$ cat src/rtl/rds_pkg.sv
package rds_pkg;

  // Width of the skip-length field, in bits.
  localparam int SKIP_W = 5;

  // Descriptor size selector.
  typedef enum logic {
    DSZ_16 = 1'b0,
    DSZ_32 = 1'b1
  } desc_size_e;

  // Configuration latched when the engine restarts.
  typedef struct packed {
    desc_size_e              size;
    logic [SKIP_W-1:0]       skip;
  } ring_cfg_t;

  // Bytes held by one bus word.
  function automatic int unsigned word_bytes(input int unsigned bus_w);
    return bus_w / 8;
  endfunction

  // Bytes occupied by one descriptor.
  function automatic logic [5:0] desc_bytes(input desc_size_e sz);
    return (sz == DSZ_32) ? 6'd32 : 6'd16;
  endfunction

  // Distance from one descriptor start to the next.
  function automatic int unsigned stride_bytes(input desc_size_e sz,
                                               input logic [SKIP_W-1:0] skip,
                                               input int unsigned wbytes);
    return int'(desc_bytes(sz)) + int'(skip) * wbytes;
  endfunction

endpackage

$ cat src/rtl/rds_cfg_reg.sv
module rds_cfg_reg
  import rds_pkg::*;
#(
  parameter int ADDR_W = 32
) (
  input  logic                 clk,
  input  logic                 rst_n,
  input  logic                 restart_i,
  input  logic [ADDR_W-1:0]    base_i,
  input  logic [SKIP_W-1:0]    skip_i,
  input  logic                 wide_i,
  output logic [ADDR_W-1:0]    base_q,
  output ring_cfg_t            cfg_q
);

  // Configuration captured on restart.
  ring_cfg_t cfg_d;

  always_comb begin
    cfg_d.size = wide_i ? DSZ_32 : DSZ_16;
    cfg_d.skip = skip_i;
  end

  always_ff @(posedge clk) begin
    if (!rst_n) begin
      base_q     <= '0;
      cfg_q.size <= DSZ_16;
      cfg_q.skip <= '0;
    end else if (restart_i) begin
      base_q <= base_i;
      cfg_q  <= cfg_d;
    end
  end

  AST_CFG_HOLD: assert property (@(posedge clk) disable iff (!rst_n)
    !restart_i |=> ($stable(cfg_q) && $stable(base_q)));
  AST_CFG_SKIP_LOAD: assert property (@(posedge clk) disable iff (!rst_n)
    restart_i |=> (cfg_q.skip == $past(skip_i)));
  AST_CFG_SIZE_LOAD: assert property (@(posedge clk) disable iff (!rst_n)
    restart_i |=> ((cfg_q.size == DSZ_32) == $past(wide_i)));

endmodule

$ cat src/rtl/rds_stride_calc.sv
module rds_stride_calc
  import rds_pkg::*;
#(
  parameter int BUS_W    = 64,
  parameter int STRIDE_W = 10
) (
  input  logic                 clk,
  input  logic                 rst_n,
  input  ring_cfg_t            cfg_i,
  output logic [STRIDE_W-1:0]  stride_o,
  output logic [5:0]           desc_bytes_o
);

  localparam int unsigned WORD_BYTES = word_bytes(BUS_W);
  localparam int          WORD_SHIFT = $clog2(WORD_BYTES);
  localparam int          SKIPB_W    = SKIP_W + WORD_SHIFT;

  // Gap in bytes, formed by shifting the skip count by the word size.
  logic [SKIPB_W-1:0] skip_bytes;

  generate
    if (WORD_SHIFT == 0) begin : g_byte_word
      assign skip_bytes = cfg_i.skip;
    end else begin : g_wide_word
      assign skip_bytes = {cfg_i.skip, {WORD_SHIFT{1'b0}}};
    end
  endgenerate

  assign desc_bytes_o = desc_bytes(cfg_i.size);
  assign stride_o     = STRIDE_W'(desc_bytes_o) + STRIDE_W'(skip_bytes);

  AST_CONTIGUOUS: assert property (@(posedge clk) disable iff (!rst_n)
    (cfg_i.skip == '0) |-> (stride_o == STRIDE_W'(desc_bytes_o)));
  AST_SIZE_LEGAL: assert property (@(posedge clk) disable iff (!rst_n)
    (desc_bytes_o == 6'd16) || (desc_bytes_o == 6'd32));
  AST_STRIDE_WORDS: assert property (@(posedge clk) disable iff (!rst_n)
    (STRIDE_W'(stride_o - STRIDE_W'(desc_bytes_o)) % STRIDE_W'(WORD_BYTES)) == '0);

endmodule

$ cat src/rtl/rds_ptr.sv
module rds_ptr #(
  parameter int ADDR_W   = 32,
  parameter int STRIDE_W = 10
) (
  input  logic                 clk,
  input  logic                 rst_n,
  input  logic                 restart_i,
  input  logic                 advance_i,
  input  logic                 ring_end_i,
  input  logic [ADDR_W-1:0]    load_base_i,
  input  logic [ADDR_W-1:0]    wrap_base_i,
  input  logic [STRIDE_W-1:0]  stride_i,
  output logic [ADDR_W-1:0]    addr_q
);

  // Named events for the checks below.
  logic ev_load;
  logic ev_wrap;
  logic ev_step;
  logic [ADDR_W-1:0] addr_d;

  assign ev_load = restart_i;
  assign ev_wrap = advance_i && ring_end_i && !restart_i;
  assign ev_step = advance_i && !ring_end_i && !restart_i;

  always_comb begin
    addr_d = addr_q;
    if (ev_load)      addr_d = load_base_i;
    else if (ev_wrap) addr_d = wrap_base_i;
    else if (ev_step) addr_d = addr_q + ADDR_W'(stride_i);
  end

  always_ff @(posedge clk) begin
    if (!rst_n) addr_q <= '0;
    else        addr_q <= addr_d;
  end

  AST_RESTART_LOAD: assert property (@(posedge clk) disable iff (!rst_n)
    ev_load |=> (addr_q == $past(load_base_i)));
  AST_WRAP_TO_BASE: assert property (@(posedge clk) disable iff (!rst_n)
    ev_wrap |=> (addr_q == $past(wrap_base_i)));
  AST_STEP_STRIDE: assert property (@(posedge clk) disable iff (!rst_n)
    ev_step |=> (addr_q == $past(addr_q) + ADDR_W'($past(stride_i))));
  AST_IDLE_HOLD: assert property (@(posedge clk) disable iff (!rst_n)
    (!restart_i && !advance_i) |=> $stable(addr_q));

endmodule

$ cat src/rtl/rds_ring_stepper.sv
module rds_ring_stepper
  import rds_pkg::*;
#(
  parameter int ADDR_W = 32,
  parameter int BUS_W  = 64
) (
  input  logic                 clk,
  input  logic                 rst_n,
  input  logic                 restart_i,
  input  logic [ADDR_W-1:0]    ring_base_i,
  input  logic [SKIP_W-1:0]    skip_len_i,
  input  logic                 desc_wide_i,
  input  logic                 advance_i,
  input  logic                 ring_end_i,
  output logic [ADDR_W-1:0]    desc_addr_o,
  output logic [5:0]           fetch_bytes_o
);

  localparam int WORD_SHIFT = $clog2(BUS_W / 8);
  localparam int STRIDE_W   = SKIP_W + WORD_SHIFT + 2;

  logic [ADDR_W-1:0]   base_q;
  ring_cfg_t           cfg_q;
  logic [STRIDE_W-1:0] stride;
  logic [5:0]          dbytes;

  rds_cfg_reg #(.ADDR_W(ADDR_W)) u_cfg (
    .clk       (clk),
    .rst_n     (rst_n),
    .restart_i (restart_i),
    .base_i    (ring_base_i),
    .skip_i    (skip_len_i),
    .wide_i    (desc_wide_i),
    .base_q    (base_q),
    .cfg_q     (cfg_q)
  );

  rds_stride_calc #(.BUS_W(BUS_W), .STRIDE_W(STRIDE_W)) u_stride (
    .clk          (clk),
    .rst_n        (rst_n),
    .cfg_i        (cfg_q),
    .stride_o     (stride),
    .desc_bytes_o (dbytes)
  );

  rds_ptr #(.ADDR_W(ADDR_W), .STRIDE_W(STRIDE_W)) u_ptr (
    .clk         (clk),
    .rst_n       (rst_n),
    .restart_i   (restart_i),
    .advance_i   (advance_i),
    .ring_end_i  (ring_end_i),
    .load_base_i (ring_base_i),
    .wrap_base_i (base_q),
    .stride_i    (stride),
    .addr_q      (desc_addr_o)
  );

  assign fetch_bytes_o = dbytes;

  AST_RESTART_WINS: assert property (@(posedge clk) disable iff (!rst_n)
    (restart_i && advance_i) |=> (desc_addr_o == $past(ring_base_i)));
  AST_FETCH_HOLD: assert property (@(posedge clk) disable iff (!rst_n)
    !restart_i |=> $stable(fetch_bytes_o));

endmodule

$ cat config.mk
export PLATFORM = sky130hd
export DESIGN_NAME = rds_ring_stepper
export DESIGN_NICKNAME = d
export VERILOG_FILES = /design/src/rtl/rds_pkg.sv /design/src/rtl/rds_cfg_reg.sv /design/src/rtl/rds_stride_calc.sv /design/src/rtl/rds_ptr.sv /design/src/rtl/rds_ring_stepper.sv
export SDC_FILE = /design/constraint.sdc
export NUM_CORES = 1
export LEC_CHECK = 0
export ABC_AREA = 0
export ABC_CLOCK_PERIOD_IN_PS = 4800
export BUFFER_PORTS_ARGS = -buffer_cell sky130_fd_sc_hd__buf_4
export CAP_MARGIN = 30
export CORE_AREA = 2 2 108 110
export CTS_BUF_LIST = sky130_fd_sc_hd__clkbuf_4 sky130_fd_sc_hd__clkbuf_8
export DETAILED_ROUTE_END_ITERATION = 6
export DIE_AREA = 0 0 110 112
export GPL_ROUTABILITY_DRIVEN = 1
export MAX_ROUTING_LAYER = met4
export PLACE_DENSITY = 0.57
export RECOVER_POWER = 100
export SLEW_MARGIN = 20
export SYNTH_ARGS = -nofsm -noshare
export SYNTH_HDL_FRONTEND = slang
export SYNTH_HIERARCHICAL = 1
export SYNTH_SLANG_ARGS = --single-unit
$ cat constraint.sdc
create_clock -name clk -period 4.8 [get_ports clk]
set_input_delay 0 -clock clk [delete_from_list [all_inputs] [get_ports clk]]
set_output_delay 0 -clock clk [all_outputs]
set_load 0.02 [all_outputs]
After elaboration in Yosys (flattened, before gate mapping)
Cells that the tools add are included.
W data, S select, Z words.
{ "op_classes": {"n_div": 0, "order_cmp": 0, "shift": 0, "bitwise_logic": 0, "add_sub_neg": 2, "n_reduce_logical": 7, "n_eq_ne": 0, "n_mux": 5, "mul": 0} }
{ "ops": {"columns": ["cell", "count"], "rows": [
  ["$mux W32", 3],
  ["$add A32 B9 Y32", 1],
  ["$add A6 B8 Y9", 1],
  ["$mux W6", 1],
  ["$logic_and A1 B1 Y1", 4],
  ["$reduce_bool A3 Y1", 1],
  ["$logic_not A1 Y1", 2],
  ["$mux W1", 1]
]} }
{ "totals": {"in_bits": 43, "n_memories": 0, "register_bits": 70, "word_cells": 18, "output_inout_bits": 38, "mem_bits_rw": 0, "romBits": 0, "latchBits": 0} }

Longest topological paths before layout
Gate-level depths: netlist of the first run.
{ "depth": {"ltp_word": 6, "ltp_mapped": 13, "ltp_nobuf": 12} }

By module
Netlist of the first run, hierarchy kept.
{ "modules_own_cells": {"columns": ["mod", "area_each_um2", "cells_each", "n_inst"], "rows": [
  ["rds_ptr", 2738.9, 370, 1],
  ["rds_cfg_reg", 1455.1, 122, 1],
  ["rds_stride_calc", 187.7, 26, 1]
]} }

Least setup slack after synthesis of the first run
No wires, ideal clock.
{ "synth_timing": {"path_type": "reg2reg", "start": "register, netlist name u_cfg/cfg_q[5]", "end": "register u_ptr.addr_q[15]", "synth_period_minus_slack_ns": 2.996, "path_slack_ns": 1.804, "arrival_time_ns": 2.880, "required_time_ns": 4.684, "stages_incl_launch_ff": 13, "path_cell_list": "dfxtp_1 inv_1 ha_1 inv_1 fa_1 xnor2_1 ha_1 and3_1 nand2_1 a211o_1 a2111oi_0 nand3_1 o211a_1"} }
{ "synth_between": {"elab_chain_len": 6} }
{ "synth_lines": {"columns": ["element", "line", "source"], "rows": [
  ["$mux W6", "rds_pkg.sv:25", "return (sz == DSZ_32) ? 6'd32 : 6'd16;"],
  ["named net fetch_bytes_o[4]", "rds_ring_stepper.sv:16", "output logic [5:0] fetch_bytes_o"],
  ["$add A6 B8 Y9", "rds_stride_calc.sv:30", "assign stride_o = STRIDE_W'(desc_bytes_o) + STRIDE_W'(skip_bytes);"],
  ["named net stride[6]", "rds_ring_stepper.sv:24", "logic [STRIDE_W-1:0] stride;"],
  ["$add A32 B9 Y32", "rds_ptr.sv:30", "else if (ev_step) addr_d = addr_q + ADDR_W'(stride_i);"],
  ["$mux W32", "rds_ptr.sv:30", null],
  ["$mux W32", "rds_ptr.sv:29", "else if (ev_wrap) addr_d = wrap_base_i;"],
  ["$mux W32", "rds_ptr.sv:28", "if (ev_load) addr_d = load_base_i;"],
  ["to (signal assigned)", "rds_ptr.sv:35", "else addr_q <= addr_d;"],
  ["to (decl)", "rds_ptr.sv:13", "output logic [ADDR_W-1:0] addr_q"]
]} }
The timed path passes the listed nets, and every way through them passes these cells. The select of a mux whose other input is x is not followed.
A chain may end at the register's enable or synchronous reset.

Worst setup path in the final report of the first run
{ "layout_timing": {"start": "register, netlist name u_cfg/cfg_q[5]", "end": "register u_ptr.addr_q[17]"} }
{ "layout_between": {"elab_chain_len": 6} }
{ "layout_lines": {"columns": ["element", "line"], "rows": [
  ["$mux W6", "rds_pkg.sv:25"],
  ["$add A6 B8 Y9", "rds_stride_calc.sv:30"],
  ["named net stride[6]", "rds_ring_stepper.sv:24"],
  ["$add A32 B9 Y32", "rds_ptr.sv:30"],
  ["$mux W32", "rds_ptr.sv:30"],
  ["$mux W32", "rds_ptr.sv:29"],
  ["$mux W32", "rds_ptr.sv:28"]
]} }
The timed path passes the listed nets, and every way through them passes these cells. The select of a mux whose other input is x is not followed.

==> results of run 1 <==
[final cells by class]
type	count	area, um^2	area share (%)
multi-input cells	399	2640	50.1
flip-flops and latches	70	1400	26.6
repair buffers	119	835	15.8
well taps	143	179	3.39
clock buffers	11	151	2.87
inverters	14	52.6	0.997
clock inverters	2	10.0	0.190
[synthesized netlist by cell type (all sizes together) (3+ instances only)]
cell / n / area (um^2)
mux2i: 46 / 460
o21a: 3 / 22.5
a31o: 5 / 43.8
nor2b: 42 / 263
a21o: 9 / 68.8
nor3: 8 / 40.0
o22ai: 3 / 18.8
or3: 4 / 25.0
a31oi: 6 / 37.5
a211oi: 5 / 37.5
o31a: 4 / 35.0
ha: 12 / 150
nor4: 6 / 52.6
dfxtp: 70 / 1400
clkbuf: 16 / 90.1
o211ai: 9 / 67.6
nand2b: 3 / 18.8
nand2: 48 / 180
nand4: 3 / 18.8
buf: 26 / 203
nor2: 21 / 78.8
and3: 7 / 45.1
xnor2: 5 / 43.8
a21oi: 33 / 176
o221ai: 3 / 26.3
xor2: 3 / 26.3
nand3: 23 / 120
inv: 14 / 52.6
a221oi: 5 / 43.8
o21ai: 42 / 210
[final timing paths]
| check | start | end | slack, ns | depth (start not counted) |
|---|---|---|---|---|
| max reg2reg | u_cfg/cfg_q[5]$_SDFFE_PN0P_ | u_ptr/addr_q[17]$_SDFFE_PN0P_ | 1.35 | 12 |
| min | ring_end_i | u_ptr/addr_q[3]$_SDFFE_PN0P_ | 0.12 | 3 |
| min reg2reg | u_cfg/base_q[3]$_SDFFE_PN0P_ | u_ptr/addr_q[3]$_SDFFE_PN0P_ | 0.51 | 2 |
| max | u_cfg/cfg_q[5]$_SDFFE_PN0P_ | u_ptr/addr_q[17]$_SDFFE_PN0P_ | 1.35 | 12 |
[logic make-up (layout without fill, tap and decap cells)]
logic type	after synthesis	in the layout	synth area share, %
adder cells (fa/ha/maj)	14	14	4.34
AND/OR/NAND/NOR	176	176	21.5
flip-flops	70	70	32.0
AO/OA/AOI/OAI	147	147	22.1
XOR/XNOR	8	8	1.60
buffers and inverters	56	146	7.88
multiplexers	46	46	10.5
other	1	8	0.0856
[power breakdown]
part	switching [mW]	internal (mW)	leakage (nW)
Clock	0.221	0.205	0.0869
Combinational	0.195	0.150	1.50
Sequential	0.0437	0.623	0.580
[stage by stage]
stage | setup WS, ns | instance area (um^2)
6_report | 1.35 | 5270
2_1_floorplan | 1.80 | 4410
3_3_place_gp | 1.76 | 4890
4_1_cts | 1.59 | 5440
3_5_place_dp | 1.61 | 4890
5_1_grt | 1.03 | 5270
[per-layer routing]
| metal | up-vias | global-route usage, % | share of wire, % |
|---|---|---|---|
| met4 | 0 | 7.93 | 1.7 |
| met2 | 93 | 32.6 | 46 |
| met1 | 1923 | 28.6 | 49 |
| met5 | - | - | 0 |
| met3 | 14 | 2.52 | 3.8 |
| li1 | 2057 | - | - |
[repair_timing]
item / 4_1_cts / 5_1_grt
setup buffers: 0 / 0
hold endpoints to repair: 58 / 0
hold buffers: 38 / 0
[registers in the layout, indices dropped and copies added (netlist names)]
register	flops
u_cfg/cfg_q	6
u_ptr/addr_q	32
u_cfg/base_q	32
[layout by cell type (no fill, tap or decap), types with 12 or more instances in the layout]
cell type / instances
o21ai_0: 41
ha_1: 12
mux2i_1: 46
nor2_1: 21
a21oi_1: 33
clkbuf_1: 41
nor2b_1: 42
buf_4: 36
nand3_1: 22
inv_1: 13
dfxtp_1: 70
dlygate4sd3_1: 38
nand2_1: 48
[critical path, stage by stage, from the launching register on]
cell     delay [ns]
dfxtp_1        0.33
inv_1          0.13
ha_1           0.23
inv_1          0.07
fa_1           0.41
xnor2_1        0.15
ha_1           0.38
and3_1         0.23
nand2_1        0.08
a21o_2         0.21
a21oi_1        0.75
o22ai_1        0.20
nor3_1         0.21
==> impl_metrics.ini, run 1 <==
[grt]
first_global_vias = 3970
grt_pass1_wl_um = 20000
grtUsageTotal_pct = 21.3
grt_start_max_net_pins = 75
antenna_found_initial = 0
grt-ovfl-total = 0

[drt]
vias = 4087
drt_wl_total_um = 12300
antenna_left = 0
drtPass1Iterations = 5
drc = 0
via_per_inst = 5.39
wl_per_cell_um = 16.2
drtIter0Drc = 250

[critical_path]
start_kind = register
worstPathArrival_ns = 3.73
crit_type = register to register
end_kind = register
required_ns = 5.08
worstPathMaxFanout = 10

[synthesis]
yosysSeqAreaShare_pct = 32.0
synth_cell_types = 71
syn-mean-instance-area_um2 = 8.46
yosysWarningCount = 6
async_flop_share_pct = 0
synth-edff-count = 0
synth_top_flop_cell = dfxtp_1
ys_ff_latch = 70
syn_inst = 518
syn_area_mm2 = 0.00438

[placed_design]
dp_hpwl_um = 8170
dp.cells = 706
io_buffers = 76
gp_congestion = 0.830

[outcome]
violations = capacitance limit, slew limit
status = finished, violations left

[die]
initial_core_util_pct = 39.2
die-height_um = 112
core_mm2 = 0.0112
rows = 39
die-area_mm2 = 0.0123
die_w_um = 110
boundaryPins = 81

[clock_network]
cts_root_buf = clkbuf_8
path_clk_slew_ns = 0.08
clk_latency_ns = 0.36
cts.sinks = 70
clockBufferDepth = 2
postCtsResizedCells = 0
cts_tree = done
htree_levels = 3
cts_made_buffers = 9

[timing]
fin_skew_ns = 0.00827
worst_pin_slew_ns = 1.94
setup_viol = 0
fin_setup_tns_ns = 0
whs_ns = 0.120
max_slew_margin_pct = -29.6
drv_slew = 34
hold_violations = 0
fmax_ghz = 0.290
finalCritPeriodShare_pct = 71.8
period_needed_ns = 3.45
rsz0062_at_grt = no

[finish]
utilization_pct = 47.2
antenna_cells = 0
stdcell_count = 758
nNetsFinal = 670
fillers = 1138
final_layout_size_suffix_gt1_share_pct = 10.9
syn_to_final_growth_pct = 20.3

[power_and_ir_drop]
total_power_mw = 1.44
powerDensity_mw_per_mm2 = 273
vdd_drop_max_mv = 0.125
p_leak_nw = 2.17

[run]
cap_viol_max_count = 1

[hold_path]
hp-class = input port to register
Note: power is estimated with default switching activity, not from simulation.
==> inputs of run 2 (changes only) <==
--- a/config.mk
+++ b/config.mk
@@ -6,7 +6,7 @@
 export NUM_CORES = 1
 export LEC_CHECK = 0
 export ABC_AREA = 0
-export ABC_CLOCK_PERIOD_IN_PS = 4800
+export ABC_CLOCK_PERIOD_IN_PS = 3200
 export BUFFER_PORTS_ARGS = -buffer_cell sky130_fd_sc_hd__buf_4
 export CAP_MARGIN = 30
 export CORE_AREA = 2 2 108 110
==> constraint.sdc (replaced) <==
create_clock -name clk -period 3.2 [get_ports clk]
set_input_delay 0 -clock clk [delete_from_list [all_inputs] [get_ports clk]]
set_output_delay 0 -clock clk [all_outputs]
set_load 0.02 [all_outputs]
==> run 2 against run 1 <==
Against the previous run:
- the run still ends with capacitance limit, slew limit left
- hold slack improved by 0.024 ns
- global-route usage is 0.15 points lower
- via count about the same
- wire length shrank 0.61%
- sequential cell count unchanged
- sequential share of layout area down 0.50 points
- core utilization is 0.91 points higher
- cell count grew 0.92%
- non-clock buffer count is 7 higher
- first-iteration DRC count is 10% lower
- maximum frequency rose by 16%
==> impl_metrics.ini, run 2 (synthesized netlist as in run 1, its figures left out) <==
[die]
die-area_mm2 = 0.0123
rows = 39
core_mm2 = 0.0112
boundaryPins = 81
die-height_um = 112
initial_core_util_pct = 39.2
die_w_um = 110

[finish]
largest_registers = u_cfg/base_q: 32 flops, u_ptr/addr_q: 32 flops, u_cfg/cfg_q: 6 flops
layout_commonest_cell = dfxtp_1
stdcell_count = 765
utilization_pct = 48.1
final_layout_size_suffix_gt1_share_pct = 13.3
antenna_cells = 0
multi_input_area_mm2 = 0.00268
post-route-cell-area_mm2 = 0.00537
seqCellArea_mm2 = 0.00140
final_cell_mix = dfxtp_1 (70), buf_4 (49), nand2_1 (48)
syn_to_final_growth_pct = 22.6
nNetsFinal = 677
fillers = 1105

[drt]
drtIter0Drc = 224
antenna_left = 0
wl_per_cell_um = 15.9
vias = 4089
drt_wl_total_um = 12200
drc = 0
via_per_inst = 5.35
drtPass1Iterations = 4

[grt]
antenna_found_initial = 0
grtUsageTotal_pct = 21.1
grt-ovfl-total = 0
grt_pass1_wl_um = 19800
first_global_vias = 3885
grt_start_max_net_pins = 45

[critical_path]
crit_path_start = u_cfg/cfg_q[5]$_SDFFE_PN0P_
worstPathMaxFanout = 5
worstPathArrival_ns = 3.22
start_kind = register
crit_type = register to register
r2r_start = u_cfg/cfg_q[5]$_SDFFE_PN0P_
ff2ff_path_depth = 12
required_ns = 3.45
end_kind = register

[timing]
finalWorstSetupSlack_ns = 0.227
max_slew_margin_pct = -9.10
setup_viol = 0
rsz0062_at_grt = no
drv_slew = 45
period_needed_ns = 2.97
fmax_ghz = 0.336
fin_skew_ns = 0.00995
finalCritPeriodShare_pct = 92.9
worst_pin_slew_ns = 1.64
hold_violations = 0

[placed_design]
place_ws_ns = -0.00243
gp_congestion = 0.813
placed_area_mm2 = 0.00493
io_buffers = 76
dp.cells = 711
dp_hpwl_um = 8240

[power_and_ir_drop]
p_leak_nw = 2.21
powerDensity_mw_per_mm2 = 406
total_power_mw = 2.18
vdd_drop_max_mv = 0.182

[outcome]
violations = capacitance limit, slew limit
status = finished, violations left

[run]
cap_viol_max_count = 1

[clock_network]
cts_root_buf = clkbuf_8
cts_tree = done
htree_levels = 3
clockBufferDepth = 2
clk_latency_ns = 0.35
cts_made_buffers = 9
cts.sinks = 70
path_clk_slew_ns = 0.07

[hold_path]
hp-class = input port to register
hold_depth = 3
hold_start = ring_end_i
[run 2: cell types whose count changed in the layout (fill, tap and decap cells not counted), sizes merged]
cell,delta
buf,+13
clkbuf,-5
clkinv,-2
clkinvlp,+1
[run 2: final timing paths]
check | end | slack [ns]
max | u_ptr/addr_q[31]$_SDFFE_PN0P_ | 0.23
min | u_ptr/addr_q[3]$_SDFFE_PN0P_ | 0.14
min reg2reg | u_ptr/addr_q[3]$_SDFFE_PN0P_ | 0.52
max reg2reg | u_ptr/addr_q[31]$_SDFFE_PN0P_ | 0.23
[run 2: what timing repair did]
item / in CTS / in global routing
hold buffers: 38 / 0
pin swaps: 0 / 1
hold endpoints to repair: 57 / 0
buffers inserted: 0 / 3
resized for setup: 1 / 6
endpoints found under the setup margin: 1 / 8
[run 2: stage by stage]
stage / setup TNS, ns / hold slack (ns)
after detailed placement: -0.00243 / 0.253
after floorplan: 0 / 0.139
after global placement: 0 / 0.251
after CTS: 0 / 0.0616
after global routing: 0 / 0.144
final: 0 / 0.144
[run 2: cell type report]
type                       instances  share of cell area, %
tap                              143                   3.33
timing repair buffer             126                   16.7
clock inverter                     1                  0.140
clock buffer                      12                   2.96
multi-input combinational        399                   49.8
inverter                          14                  0.978
sequential                        70                   26.1
[run 2: per-layer routing]
metal | track usage [%] | up-vias | routed length, um
li1 | - | 2061 | -
met1 | 28.7 | 1933 | 6030
met2 | 31.9 | 82 | 5550
met3 | 2.69 | 13 | 442
met4 | 7.85 | 0 | 178
met5 | - | - | 0
[run 2: power breakdown]
part	internal [mW]	total (mW)	switching, mW
Sequential	0.935	1.00	0.0652
Combinational	0.235	0.530	0.296
Clock	0.320	0.650	0.330
[run 2: critical path, stage by stage (launching register included)]
cell and delay (ns):
dfxtp_1 0.34, inv_2 0.09, ha_1 0.19, inv_1 0.07, fa_1 0.40, xnor2_1 0.15
ha_1 0.33, a21o_1 0.23, a31o_2 0.29, nor2_1 0.21, nand2_1 0.15, and3_2 0.20
a211o_1 0.21
